### src/rtl/cond_commit_stage.sv
module cond_commit_stage #(
  parameter int DW   = 16,
  parameter int AW   = 16,
  parameter int RIDX = 3,
  parameter int OFFW = 8
) (
  input  logic            clk,
  input  logic            rst,
  input  logic            stage_en,
  input  logic [15:0]     instr,
  input  logic [AW-1:0]   pc,
  input  logic [5:0]      cond_word,
  input  logic            flag_wr,
  input  logic [DW-1:0]   alu_result,
  input  logic            alu_carry,
  input  logic [RIDX-1:0] dest_idx,
  output logic            flag_z,
  output logic            flag_c,
  output logic            wr_en,
  output logic [RIDX-1:0] wr_idx,
  output logic [DW-1:0]   wr_data,
  output logic            br_taken,
  output logic [AW-1:0]   br_target
);

  localparam logic [5:0] W_ALWAYS = 6'b1_10_0_10;
  localparam logic [3:0] OP_BRANCH = 4'b0110;

  function automatic logic test_ok(input logic [1:0] t, input logic f);
    return t[1] | (f == t[0]);
  endfunction

  logic       is_br;
  logic [2:0] br_sel;
  logic [5:0] br_word;
  logic [5:0] eff;
  logic       z_ok, c_ok, pass;
  logic       do_wr, do_br;
  logic [AW-1:0] target;

  assign is_br  = instr[15:12] == OP_BRANCH;
  assign br_sel = instr[11:9];

  always_comb begin
    case (br_sel)
      3'd0:    br_word = 6'b1_01_1_00;
      3'd1:    br_word = 6'b1_00_1_10;
      3'd2:    br_word = 6'b1_00_1_00;
      3'd3:    br_word = 6'b1_01_0_00;
      3'd4:    br_word = 6'b1_00_1_01;
      3'd5:    br_word = 6'b1_01_0_01;
      default: br_word = W_ALWAYS;
    endcase
  end

  assign eff    = is_br ? br_word : cond_word;
  assign z_ok   = test_ok(eff[4:3], flag_z);
  assign c_ok   = test_ok(eff[1:0], flag_c);
  assign pass   = eff[5] & (eff[2] ? (z_ok & c_ok) : (z_ok | c_ok));
  assign do_wr  = pass & ~is_br;
  assign do_br  = pass & is_br;
  assign target = pc + {{(AW-OFFW){instr[OFFW-1]}}, instr[OFFW-1:0]};

  always_ff @(posedge clk) begin
    if (rst) begin
      flag_z    <= 1'b0;
      flag_c    <= 1'b0;
      wr_en     <= 1'b0;
      br_taken  <= 1'b0;
      wr_idx    <= '0;
      wr_data   <= '0;
      br_target <= '0;
    end else if (!stage_en) begin
      wr_en    <= 1'b0;
      br_taken <= 1'b0;
    end else begin
      wr_en    <= do_wr;
      br_taken <= do_br;
      if (do_wr) begin
        wr_idx  <= dest_idx;
        wr_data <= alu_result;
        if (flag_wr) begin
          flag_z <= (alu_result == '0);
          flag_c <= alu_carry;
        end
      end
      if (do_br) br_target <= target;
    end
  end

  a_r11_reset_clear: assert property (@(posedge clk)
    rst |=> (!flag_z && !flag_c && !wr_en && !br_taken));

  a_r12_flags_hold: assert property (@(posedge clk) disable iff (rst)
    !stage_en |=> $stable({flag_z, flag_c}));

  a_r12_pulses_off: assert property (@(posedge clk) disable iff (rst)
    !stage_en |=> (!wr_en && !br_taken));

  a_r8_no_overlap: assert property (@(posedge clk) disable iff (rst)
    !(wr_en && br_taken));

  a_r1_disabled_no_write: assert property (@(posedge clk) disable iff (rst)
    (stage_en && !is_br && !cond_word[5]) |=> !wr_en);

  a_r4_always_writes: assert property (@(posedge clk) disable iff (rst)
    (stage_en && !is_br && cond_word == W_ALWAYS) |=> wr_en);

  a_r9_branch_keeps_flags: assert property (@(posedge clk) disable iff (rst)
    (stage_en && is_br) |=> $stable({flag_z, flag_c}));

  a_r6_branch_always_taken: assert property (@(posedge clk) disable iff (rst)
    (stage_en && is_br && br_sel[2:1] == 2'b11) |=> br_taken);

endmodule

### config.mk
export PLATFORM = sky130hd
export DESIGN_NAME = cond_commit_stage
export DESIGN_NICKNAME = d
export VERILOG_FILES = /design/src/rtl/cond_commit_stage.sv
export SDC_FILE = /design/constraint.sdc
export NUM_CORES = 1
export LEC_CHECK = 0
export BUFFER_PORTS_ARGS = -buffer_cell sky130_fd_sc_hd__buf_2
export CAP_MARGIN = 40
export CORE_ASPECT_RATIO = 1.5
export CORE_MARGIN = 2
export CORE_UTILIZATION = 52
export DETAILED_ROUTE_END_ITERATION = 10
export PLACE_DENSITY_LB_ADDON = 0.12
export SLEW_MARGIN = 20
export SYNTH_ARGS = -nofsm -noshare
export SYNTH_HDL_FRONTEND = slang
export SYNTH_SLANG_ARGS = --single-unit
### constraint.sdc
create_clock -name clk -period 6 [get_ports clk]
set_input_delay 0.3 -clock clk [delete_from_list [all_inputs] [get_ports clk]]
set_output_delay 0.3 -clock clk [all_outputs]
set_load 0.02 [all_outputs]
==> out/qor.yml, run 1 <==
synth:
  async_flop_share: 0
  synth_top_area_frac: 0.314
  synth_top_area_cell: "dfxtp_1"
  synthesis.area_sq_mm: 0.00249
  synth_area_per_cell_sq_um: 8.74
  ys_warn_count: 0
  synth_nets: 363
  synth.most_common_cell: "nand2_1"
  ys_ff_latch: 39
  synth_edf_count: 0
  synthCells: 285
  yosys.cell_types.count: 53
  synth_common_cells: "54 x nand2_1, 39 x dfxtp_1, 27 x mux2i_1"
  synth_area_leaders: "dfxtp_1 31%, mux2i_1 11%, nand2_1 8.1%, ha_1 7.5%, o211ai_1 4.8%"
  yosysSeqAreaShare: 0.314
  synth_ff_type: "dfxtp_1"
timing:
  rsz0062_at_grt: "false"
  tightest_slew_ns: 0.630
  setup_tns_ns: 0
  fin_skew_ns: 0.00285
  slew_violations: 0
  min_period_ns: 2.53
  report.final.setup_viol: 0
  clock.fmax_mhz: 395
  hold_viol: 0
  max-slew-margin-rel: 0.578
  timing.final.crit_share: 0.421
worst_setup_path:
  crit_arrival_ns: 2.75
  cp_max_fo: 12
  path_buf_inv: 2
  required_ns: 6.22
  path_class: "input pin to flip-flop"
  max_stage_delay_ns: 0.55
  cp-start-kind: "input pin"
  cp_cell_sequence: "buf_2 > and4bb_4 > nor3b_1 > a311oi_1 > o32a_1 > o21a_1 > buf_8 > mux2i_1"
  path_delay_family: "compound AO/OA/AOI/OAI gates"
  worst_path_max_delay_cell: "o21a_1"
  endpoint_kind: "flip-flop"
floorplanning:
  initial_core_util: 0.544
  die_w_um: 60.5
  dieArea_sq_mm: 0.00537
  pin_count: 101
  fp-row-count: 30
  die_h_um: 88.8
  core_sq_mm: 0.00458
clocking:
  ctsLongestPathBuffers: 2
  post-cts-setup-buffers: 0
  clk_latency_ns: 0.29
  h-tree-depth: 2
  numCtsBuffers: 5
  postCtsHoldBufs: 0
  clk_transition_reported_paths_ns: 0.07
  cts_tree: "built"
  cts_resized: 0
  cts.sinks: 39
  cts_root_buf: "clkbuf_8"
run_status:
  outcome: "finished, final reports clean"
finish:
  stdcell_count: 446
  drive_above_1_share: 0.293
  area_growth_pct: 24.6
  nets: 459
  antenna_cells: 0
  final_util: 0.677
  stdcell_area_sq_mm: 0.00310
routing:
  vias_per_cell: 5.45
  drt-pass1-iter-count: 4
  wl_um: 5760
  drc: 0
  vias: 2429
  dr.first_iter.drc_count: 89
  drtAntennaViolNets: 0
  avgRoutedWirePerCell_um: 12.9
pwr:
  power_mw: 0.606
  power-per-cell-area_mw_per_mm2: 196
  vdd_drop_max_mv: 0.127
  leakage_nw: 1.46
grt:
  grt_pass1_wl_um: 8980
  grt_antenna_before_repair: 0
  grtUsageTotal: 0.217
  grt_pass1_vias: 2145
  grt_overflow_total: 0
  grt_max_degree: 57
placement:
  dp.cells: 438
  io_buffers: 99
  dpl-instance-area_sq_mm: 0.00302
  place_congestion: 0.895
  dp_hpwl_um: 4570
run:
  maxCapViolations: 0
hold_path:
  hold_path_class: "input pin to flip-flop"
==> power by group <==
group          internal, mW  leakage, nW  total (mW)  switching [mW]
logic                0.0707         1.10       0.164          0.0933
registers             0.268        0.317       0.272         0.00409
clock network        0.0816       0.0422       0.171          0.0890
==> final timing paths <==
| kind | start | endpoint | slack, ns | cells past startpoint |
|---|---|---|---|---|
| max | instr[15] | wr_data[1] | 3.47 | 8 |
| min | alu_carry | flag_c | 0.25 | 3 |
| max reg2reg | flag_z | wr_data[1] | 3.68 | 5 |
| min reg2reg | wr_data[7] | wr_data[7] | 0.46 | 2 |
==> metal layers <==
metal,share of wire,track usage,vias up
li1,-,-,1256
met1,0.40,0.221,1097
met2,0.53,0.422,66
met3,0.054,0.0439,10
met4,0.017,0.0771,0
met5,0,0,-
==> cells in the final DEF, fill, tap and decap left out, drive strengths merged, types with 2 or more instances in the layout <==
cell type	Yosys	routed
buf	3	101
nand2	54	54
dfxtp	39	39
mux2i	27	27
o211ai	16	16
ha	15	15
o21ai	13	13
a21oi	12	12
nor2	9	9
xnor2	8	8
a211oi	7	7
clkbuf	9	7
a21o	6	6
inv	5	5
nor3	5	5
or3	4	4
nor4	4	4
nor2b	3	3
xor2	3	3
and2	3	3
nand3	3	3
o311a	2	2
nor3b	2	2
o21a	2	2
and3	2	2
o2111a	2	2
nand4	2	2
a31oi	2	2
mux2	2	2
==> registers in the layout, indices dropped and copies added (netlist names) <==
| signal | flops |
|---|---|
| wr_en | 1 |
| flag_c | 1 |
| flag_z | 1 |
| wr_data | 16 |
| br_target | 16 |
| br_taken | 1 |
| wr_idx | 3 |
==> worst reg2reg max path, stage by stage (launching register included) <==
cell	delay, ns
dfxtp_1	0.35
a311oi_1	0.41
o32a_1	0.51
o21a_1	0.55
buf_8	0.24
mux2i_1	0.19
==> logic make-up after synthesis <==
group | count (synthesis) | synth area share
flip-flops | 39 | 0.314
adder cells (fa/ha/maj) | 17 | 0.0874
AND/OR/NAND/NOR | 96 | 0.185
buffers and inverters | 17 | 0.0347
XOR/XNOR | 11 | 0.0387
AO/OA/AOI/OAI | 76 | 0.223
multiplexers | 29 | 0.118
==> layout make-up <==
class / instances / area [sq um]
Fill cell: 436 / 1480
Multi-Input combinational cell: 229 / 1620
Inverter: 5 / 18.8
Sequential cell: 39 / 781
Timing Repair Buffer: 101 / 518
Clock inverter: 1 / 5.00
Tap cell: 64 / 80.1
Clock buffer: 7 / 76.3
==> metrics by stage <==
stage | worst slack, ns | hold WS [ns]
final | 3.47 | 0.248
after detailed placement | 3.18 | 0.447
after floorplan | 3.67 | 0.439
after CTS | 3.48 | 0.244
after global placement | 2.95 | 0.439
after global routing | 3.27 | 0.253
Power figures use the tool's default switching activity.
==> run 2: changes to the inputs <==
--- a/config.mk
+++ b/config.mk
@@ -5,11 +5,12 @@
 export SDC_FILE = /design/constraint.sdc
 export NUM_CORES = 1
 export LEC_CHECK = 0
+export ABC_AREA = 1
 export BUFFER_PORTS_ARGS = -buffer_cell sky130_fd_sc_hd__buf_2
 export CAP_MARGIN = 40
 export CORE_ASPECT_RATIO = 1.5
 export CORE_MARGIN = 2
-export CORE_UTILIZATION = 52
+export CORE_UTILIZATION = 48
 export DETAILED_ROUTE_END_ITERATION = 10
 export PLACE_DENSITY_LB_ADDON = 0.12
 export SLEW_MARGIN = 20
==> constraint.sdc (replaced) <==
create_clock -name clk -period 2.5 [get_ports clk]
set_input_delay 0.125 -clock clk [delete_from_list [all_inputs] [get_ports clk]]
set_output_delay 0.125 -clock clk [all_outputs]
set_load 0.02 [all_outputs]
==> run 2 against run 1 <==
  * Clock skew rose by 0.0016 ns
  * Cell count rose by 13%
  * Synthesized area fell by 4.6%
  * Routed wire length fell by 0.76%
  * Worst hold slack got worse by 0.18 ns
==> out/qor.yml, run 2 <==
run_status:
  outcome: "finished, final reports clean"
floorplanning:
  die_w_um: 61.4
  dieArea_sq_mm: 0.00554
  initial_core_util: 0.494
  pin_count: 101
  fp-row-count: 31
  die_h_um: 90.2
  core_sq_mm: 0.00481
synth:
  synth_common_cells: "104 x nand2_1, 50 x a21oi_1, 39 x dfxtp_1"
  yosys.cell_types.count: 30
  synthesis.area_sq_mm: 0.00238
  ys_warn_count: 0
  synthCells: 342
  yosysSeqAreaShare: 0.329
  synth_top_area_cell: "dfxtp_1"
  synth_nets: 420
  synth_edf_count: 0
  async_flop_share: 0
  synth.most_common_cell: "nand2_1"
  ys_ff_latch: 39
  synth_area_per_cell_sq_um: 6.95
  synth_top_area_frac: 0.329
  synth_area_leaders: "dfxtp_1 33%, nand2_1 16%, a21oi_1 11%, ha_1 7.9%, nand4_1 5.3%"
  synth_ff_type: "dfxtp_1"
pwr:
  internal-power_mw: 0.992
  p_seq_frac: 0.450
  vdd_drop_max_mv: 0.223
  power-per-cell-area_mw_per_mm2: 484
  power_mw: 1.45
  switching_power_mw: 0.459
  leakage_nw: 1.53
  p_sw_frac: 0.316
  pwr-share-comb: 0.267
  pwr-share-clk: 0.283
clocking:
  cts.sinks: 39
  post-cts-setup-buffers: 0
  cts_tree: "built"
  clk_transition_reported_paths_ns: 0.08
  cts_resized: 0
  ctsLongestPathBuffers: 2
  clk_latency_ns: 0.29
  numCtsBuffers: 5
  postCtsHoldBufs: 0
  h-tree-depth: 2
  cts_root_buf: "clkbuf_8"
finish:
  fillers: 506
  multi_input_area_sq_mm: 0.00142
  stdcell_count: 506
  reg.largest.list: "br_target x16, wr_data x16, wr_idx x3"
  layout.area.seq_sq_um: 781
  antenna_cells: 0
  nets: 517
  final_cell_mix: "104 x nand2_1, 99 x buf_2, 50 x a21oi_1"
  final_common_cell: "nand2_1"
  drive_above_1_share: 0.280
  area_growth_pct: 26.1
routing:
  wl_um: 5720
  dr.first_iter.drc_count: 128
  drtAntennaViolNets: 0
  vias: 2543
  drc: 0
  drt-pass1-iter-count: 5
  avgRoutedWirePerCell_um: 11.3
  vias_per_cell: 5.03
worst_setup_path:
  worst_path_max_delay_cell: "fa_1"
  cp-start-kind: "input pin"
  cp_cell_sequence: "buf_2 > ha_1 > fa_1 > nand2_1 > nand2_1 > o21a_1 > nand3_1 > nand2_1 > nand2_1 > nand2_1 > xor2_1 > nand2_1 > a21oi_1"
  cp_common_cell: "nand2_1"
  path_buf_inv: 1
  path_delay_family: "adder cells"
  path_class: "input pin to flip-flop"
  cp_max_fo: 4
  crit_arrival_ns: 1.80
  endpoint_kind: "flip-flop"
  required_ns: 2.73
  max_stage_delay_ns: 0.42
timing:
  report.final.setup_viol: 0
  worst_slack_ns: 0.922
  tightest_slew_ns: 0.310
  clock.fmax_mhz: 634
  fin_hold_ws_ns: 0.0638
  fin_skew_ns: 0.00448
  timing.final.crit_share: 0.631
  max-slew-margin-rel: 0.792
  hold_viol: 0
  setup_tns_ns: 0
  min_period_ns: 1.58
  rsz0062_at_grt: "false"
  slew_violations: 0
placement:
  dp.cells: 498
  io_buffers: 99
  place_ws_ns: 0.627
  dp_hpwl_um: 4570
  place_congestion: 0.782
grt:
  grt_pass1_vias: 2246
  grt_overflow_total: 0
  grtUsageTotal: 0.212
  grt_pass1_wl_um: 9270
  grt_max_degree: 23
  grt_antenna_before_repair: 0
hold_path:
  hold_path_class: "input pin to flip-flop"
run:
  maxCapViolations: 0
run 2: cell count changes in the layout (fill, tap and decap cells not counted), moves of 5 or more:
cell / delta
nand2_1: +50
a21oi_1: +38
mux2i_1: -27
nand4_1: +18
o211ai_1: -16
inv_1: +14
nand3_1: +13
nor2_1: +11
a211oi_1: -7
xor2_1: +7
o21ai_0: -6
buf_4: +5
xnor2_1: -5
run 2: logic make-up (layout without fill, tap and decap cells):
family | Yosys count | after routing | synth area share
XOR/XNOR | 13 | 13 | 0.0479
flip-flops | 39 | 39 | 0.329
AO/OA/AOI/OAI | 63 | 63 | 0.141
AND/OR/NAND/NOR | 173 | 173 | 0.322
buffers and inverters | 38 | 136 | 0.0732
adder cells (fa/ha/maj) | 16 | 16 | 0.0874
run 2: final timing paths:
| kind | start | endpoint | slack (ns) | depth (start not counted) |
|---|---|---|---|---|
| worst max register to register | flag_c | wr_data[3] | 0.99 | 11 |
| worst max-delay path | instr[0] | br_target[10] | 0.92 | 13 |
| worst min-delay path | alu_carry | flag_c | 0.06 | 3 |
| worst min register to register | wr_data[12] | wr_data[12] | 0.46 | 2 |
run 2: through the flow:
stage | util | cell area (sq um)
finish | 0.623 | 3000
global route | 0.623 | 3000
CTS | 0.623 | 3000
detailed placement | 0.605 | 2910
global placement | 0.605 | 2910
floorplan | - | 2380
run 2: cell type report:
type	instances	share of cell area
timing repair buffer	105	0.180
multi-input combinational	265	0.474
tap	66	0.0276
inverter	23	0.0288
clock inverter	2	0.00418
clock buffer	6	0.0242
sequential	39	0.261
run 2: layer usage:
layer	global-route usage	wire, um	vias to the layer above
met2	0.405	3080	74
met4	0.0656	101	0
met3	0.0374	305	7
met5	0	0	-
li1	-	-	1336
met1	0.217	2230	1126
run 2: worst register-to-register path: cells and delay by family (launching register included):
family / cells / cell delay, ns
and+or+nand+nor: 6 / 0.43
buffers and inverters: 4 / 0.57
DFF: 1 / 0.34
AOI/OAI and AO/OA: 1 / 0.06
run 2: power by group through the flow:
stage                     clock (mW)  sequential (mW)  combinational [mW]
after floorplan                    0            0.695               0.236
after global placement             0            0.668               0.383
after detailed placement           0            0.668               0.387
after CTS                      0.420            0.654               0.389
after global routing           0.446            0.656               0.436
final                          0.411            0.654               0.387
